`src/rtl/rxirq_pkg.sv`:
```
package rxirq_pkg;

  typedef struct packed {
    logic rx;
    logic exc;
    logic idle;
  } irq_en_t;

  localparam irq_en_t IRQ_EN_RESET = '{rx: 1'b0, exc: 1'b0, idle: 1'b0};

endpackage

```
`src/rtl/rxirq_rst_sync.sv`:
```
module rxirq_rst_sync #(
  parameter int STAGES = 2
) (
  input  logic clk,
  input  logic rst_an,
  output logic rst_sn
);

  logic [STAGES-1:0] sync_q;
  logic [STAGES-1:0] sync_d;

  generate
    if (STAGES == 1) begin : g_single
      always_comb sync_d = 1'b1;
    end else begin : g_chain
      always_comb sync_d = {sync_q[STAGES-2:0], 1'b1};
    end
  endgenerate

  always_ff @(posedge clk or negedge rst_an) begin
    if (!rst_an) sync_q <= '0;
    else         sync_q <= sync_d;
  end

  assign rst_sn = sync_q[STAGES-1];

endmodule

```
`src/rtl/rxirq_en_reg.sv`:
```
module rxirq_en_reg
  import rxirq_pkg::*;
(
  input  logic    clk,
  input  logic    rst_n,
  input  logic    wr,
  input  irq_en_t en_d,
  output irq_en_t en_q
);

  irq_en_t en_nxt;

  always_comb begin
    en_nxt = en_q;
    if (wr) en_nxt = en_d;
  end

  always_ff @(posedge clk or negedge rst_n) begin
    if (!rst_n) en_q <= IRQ_EN_RESET;
    else        en_q <= en_nxt;
  end

endmodule

```
`src/rtl/rxirq_rx_arb.sv`:
```
module rxirq_rx_arb
  import rxirq_pkg::*;
(
  input  irq_en_t en,
  input  logic    full,
  input  logic    par_err,
  input  logic    frm_err,
  input  logic    ovr_err,
  output logic    rx_req,
  output logic    exc_req
);

  logic any_err;

  always_comb begin
    any_err = par_err | frm_err | ovr_err;
    exc_req = en.exc & any_err;
    rx_req  = en.rx & full & ~exc_req;
  end

endmodule

```
`src/rtl/rxirq_idle_latch.sv`:
```
module rxirq_idle_latch #(
  parameter bit LINE_IDLE_AT_RESET = 1'b1,
  parameter bit ARMED_AT_RESET     = 1'b1
) (
  input  logic clk,
  input  logic rst_n,
  input  logic idle_en,
  input  logic line_idle,
  input  logic full,
  input  logic ack,
  output logic req,
  output logic armed
);

  logic idle_q, full_q, armed_q, pend_q;
  logic idle_nxt, full_nxt, armed_nxt, pend_nxt;
  logic idle_rise, full_rise, set_req;

  always_comb begin
    idle_rise = line_idle & ~idle_q;
    full_rise = full & ~full_q;
    set_req   = idle_rise & armed_q & idle_en;

    idle_nxt  = line_idle;
    full_nxt  = full;

    armed_nxt = armed_q;
    if (set_req)   armed_nxt = 1'b0;
    if (full_rise) armed_nxt = 1'b1;

    pend_nxt = pend_q;
    if (ack)     pend_nxt = 1'b0;
    if (set_req) pend_nxt = 1'b1;
    if (!idle_en) pend_nxt = 1'b0;
  end

  always_ff @(posedge clk or negedge rst_n) begin
    if (!rst_n) begin
      idle_q  <= LINE_IDLE_AT_RESET;
      full_q  <= 1'b0;
      armed_q <= ARMED_AT_RESET;
      pend_q  <= 1'b0;
    end else begin
      idle_q  <= idle_nxt;
      full_q  <= full_nxt;
      armed_q <= armed_nxt;
      pend_q  <= pend_nxt;
    end
  end

  assign req   = pend_q;
  assign armed = armed_q;

endmodule

```
`src/rtl/rxirq_requester.sv`:
```
module rxirq_requester
  import rxirq_pkg::*;
#(
  parameter int RST_SYNC_STAGES = 2
) (
  input  logic clk,
  input  logic rst_n,
  input  logic en_wr_i,
  input  logic en_rx_i,
  input  logic en_exc_i,
  input  logic en_idle_i,
  input  logic rx_full_i,
  input  logic par_err_i,
  input  logic frm_err_i,
  input  logic ovr_err_i,
  input  logic line_idle_i,
  input  logic idle_ack_i,
  output logic rx_req_o,
  output logic rx_exc_req_o,
  output logic idle_req_o,
  output logic idle_stat_o
);

  logic    rst_sn;
  irq_en_t en_d;
  irq_en_t en_q;
  logic    idle_armed;

  assign en_d = '{rx: en_rx_i, exc: en_exc_i, idle: en_idle_i};

  rxirq_rst_sync #(.STAGES(RST_SYNC_STAGES)) u_rst (
    .clk    (clk),
    .rst_an (rst_n),
    .rst_sn (rst_sn)
  );

  rxirq_en_reg u_en (
    .clk   (clk),
    .rst_n (rst_sn),
    .wr    (en_wr_i),
    .en_d  (en_d),
    .en_q  (en_q)
  );

  rxirq_rx_arb u_arb (
    .en      (en_q),
    .full    (rx_full_i),
    .par_err (par_err_i),
    .frm_err (frm_err_i),
    .ovr_err (ovr_err_i),
    .rx_req  (rx_req_o),
    .exc_req (rx_exc_req_o)
  );

  rxirq_idle_latch u_idle (
    .clk       (clk),
    .rst_n     (rst_sn),
    .idle_en   (en_q.idle),
    .line_idle (line_idle_i),
    .full      (rx_full_i),
    .ack       (idle_ack_i),
    .req       (idle_req_o),
    .armed     (idle_armed)
  );

  assign idle_stat_o = line_idle_i;

endmodule

```
`config.mk`:
```
export PLATFORM = sky130hd
export DESIGN_NAME = rxirq_requester
export DESIGN_NICKNAME = d
export VERILOG_FILES = /design/src/rtl/rxirq_pkg.sv /design/src/rtl/rxirq_rst_sync.sv /design/src/rtl/rxirq_en_reg.sv /design/src/rtl/rxirq_rx_arb.sv /design/src/rtl/rxirq_idle_latch.sv /design/src/rtl/rxirq_requester.sv
export SDC_FILE = /design/constraint.sdc
export NUM_CORES = 1
export LEC_CHECK = 0
export CAP_MARGIN = 5
export CORE_AREA = 2 2 39 41
export DETAILED_ROUTE_END_ITERATION = 10
export DIE_AREA = 0 0 41 43
export GPL_ROUTABILITY_DRIVEN = 0
export PLACE_DENSITY = 0.52
export SYNTH_ARGS = -nofsm -noshare
export SYNTH_HDL_FRONTEND = slang
export SYNTH_SLANG_ARGS = --single-unit
```
`constraint.sdc`:
```
create_clock -name clk -period 0.8 [get_ports clk]
set_input_delay 0.12 -clock clk [delete_from_list [all_inputs] [get_ports clk]]
set_output_delay 0.12 -clock clk [all_outputs]
set_load 0.01 [all_outputs]
```
==> results.py <==
metrics = {
    "route": {
        "drc_errors": 0,
        "wl_per_cell_um": 10.7,
        "drt_iter0_drc": 1,
        "vias": 245,
        "routed_wl_um": 642,
        "ant_nets": 0,
        "viasPerCell": 4.08,
        "drtPass1Iterations": 2,
    },
    "synthesis": {
        "yosys.area.top_type": "dfrtp_1",
        "synth.top_cells.by_area": "dfrtp_1 53%, dfstp_2 16%, mux2_2 10%",
        "avgSynthCellArea_um2": 14.4,
        "syn_area_um2": 330,
        "synth.distinct_cells": 13,
        "yosysWarnings": 0,
        "syn-num-nets": 35,
        "synthCells": 23,
        "synth_ff_type": "dfrtp_1",
        "synth_common_cells": "7 x dfrtp_1, 3 x mux2_2, 2 x dfstp_2, 2 x nand3b_1",
        "async_reset_ff_frac": 1.00,
        "synth.most_common_cell": "dfrtp_1",
        "synth_seq_cells": 9,
        "synth.top_cell.area_share": 0.530,
        "ys_seq_area_frac": 0.689,
        "synth_edf_count": 0,
    },
    "timing": {
        "finClkSkew_ns": 0.00627,
        "fin_crit_sh": 1.36,
        "min_period_ns": 1.09,
        "max_freq_mhz": 916,
        "drv_slew": 0,
        "rsz0062_at_grt": "yes",
        "setup_viol": 5,
        "hold_viol": 0,
        "timing.final.ws_setup_ns": -0.292,
    },
    "die": {
        "core-area_um2": 1380,
        "initial_core_util": 0.239,
        "dieArea_um2": 1760,
        "fp.dieH_um": 43,
        "rows": 14,
        "die_w_um": 41,
        "io_pins": 16,
    },
    "finish": {
        "final_cell_count_no_fill": 60,
        "register_area_um2": 228,
        "layout.nets": 57,
        "area_growth_pct": 58.7,
        "diodes": 0,
        "fin_util": 0.379,
        "multi_input_area_um2": 93.8,
        "final_layout_size_suffix_gt1_frac": 0.364,
        "fillers": 135,
    },
    "clock_tree": {
        "cts.path.max_buffers": 2,
        "cts_max_level": 1,
        "cts_num_sinks": 9,
        "cts.reportedPaths.clkPinSlew_ns": 0.06,
        "clock-root-buffer": "clkbuf_4",
        "cts_inserted_buffers": 3,
        "clk_latency_ns": 0.26,
        "cts_tree": "done",
        "cts_hold_buf": 0,
    },
    "placement": {
        "dp.cells": 55,
        "dp_hpwl_um": 499,
        "portBuffers": 15,
    },
    "global_routing": {
        "grt_pass1_vias": 266,
        "gr-total-overflow": 0,
        "grt_max_degree": 8,
        "track_usage": 0.0946,
        "grt_pass1_wl_um": 1020,
        "antenna_found_initial": 0,
    },
    "worst_setup_path": {
        "cp_data_required_time_ns": 0.68,
        "worstRegToRegCells": 2,
        "endpoint": "rx_req_o",
        "startpoint_type": "flop",
        "critPathLaunch": "u_en.en_q[1]",
        "critPathMaxFanout": 2,
        "ff2ff_setup_slack_ns": -0.06,
        "worstPathArrival_ns": 0.97,
        "crit_type": "reg -> out",
        "critPathCaptureType": "output pin",
        "worst_r2r_endpoint": "u_en.en_q[1]",
        "r2r-start": "u_en.en_q[1]",
    },
    "run_status": {
        "status": "finished, violations left",
        "violations": "negative setup slack",
    },
    "power_and_ir_drop": {
        "p_leak_nw": 0.242,
        "powerDensity_nw_per_um2": 1910,
        "p_total_w": 0.00100,
        "ir_drop_v": 0.000853,
    },
    "min_path": {
        "hold_path_class": "in -> async",
    },
    "flow_run": {
        "maxCapViolCount": 0,
    },
}
## stage by stage
| stage | hold slack (ns) | TNS [ns] | setup WS, ns | cell area (um2) |
|---|---|---|---|---|
| after detailed placement | 0.115 | -3.54 | -0.804 | 510 |
| after global routing | 0.0238 | -0.907 | -0.330 | 524 |
| after CTS | 0.0202 | -0.720 | -0.289 | 518 |
| after global placement | 0.106 | -3.41 | -0.783 | 510 |
| final | 0.0295 | -0.707 | -0.292 | 524 |
| after floorplan | -0.176 | 0 | 0.00648 | 333 |
## critical path, stage by stage (launching register included)
cell	delay, ns
dfrtp_1	0.38
o31a_1	0.13
nor2_2	0.08
buf_2	0.13
## power breakdown
part | internal (W) | total [W] | leakage [nW] | switching, W
clock network | 0.000191 | 0.000337 | 0.0150 | 0.000146
registers | 0.000498 | 0.000522 | 0.105 | 0.0000242
logic | 0.0000950 | 0.000142 | 0.122 | 0.0000474
## worst min path at each step
| stage | to | start | cells past startpoint | slack (ns) |
|---|---|---|---|---|
| after floorplan | u_rst.sync_q[0] | rst_n | 0 | -0.18 |
| after global placement | u_idle.req | u_rst.sync_q[1] | 0 | 0.11 |
| after detailed placement | u_idle.req | u_rst.sync_q[1] | 0 | 0.11 |
| after CTS | u_rst.sync_q[0] | rst_n | 1 | 0.02 |
| after global routing | u_rst.sync_q[1] | rst_n | 1 | 0.02 |
| final | u_rst.sync_q[0] | rst_n | 1 | 0.03 |
## timing repair
item | CTS | global route
resized for setup | 22 | 1
buffers inserted | 1 | 0
setup endpoints to repair | 9 | 6
pin swaps | 4 | 0
## cell usage in the layout, fill, tap and decap left out, drive strengths merged, types with 2 or more instances in the layout
cell and count:
buf 7, clkbuf 4, dfrtp 7, dfstp 2, nand3b 2, clkdlybuf4s50 6
mux2 3, dlygate4sd2 5
## layer usage
layer | global-route usage | wire [um] | up-vias
met1 | 0.0940 | 266 | 115
met2 | 0.138 | 324 | 12
met3 | 0.0314 | 51 | 0
met4 | 0.100 | 0 | 0
li1 | - | - | 118
met5 | 0 | 0 | -
## cell type report
cell class                 instances  area share
multi-input combinational         12       0.179
tap                               16      0.0382
clock buffer                       4      0.0501
timing repair buffer              18       0.291
inverter                           1     0.00716
sequential                         9       0.434
## sequential cells by signal, summed over array words and instances, names as in the netlist
name and cells:
u_en.en_q 3, u_rst.sync_q 2, u_idle.armed 1, u_idle.full_q 1
u_idle.idle_q 1, u_idle.req 1
## cell families after synthesis
group	share of synthesized area
compound gates	0.0758
flops	0.689
mux	0.102
buf+inv	0.0341
simple gates	0.0871
other cells	0.0114
(Power assumes the default switching activity.)
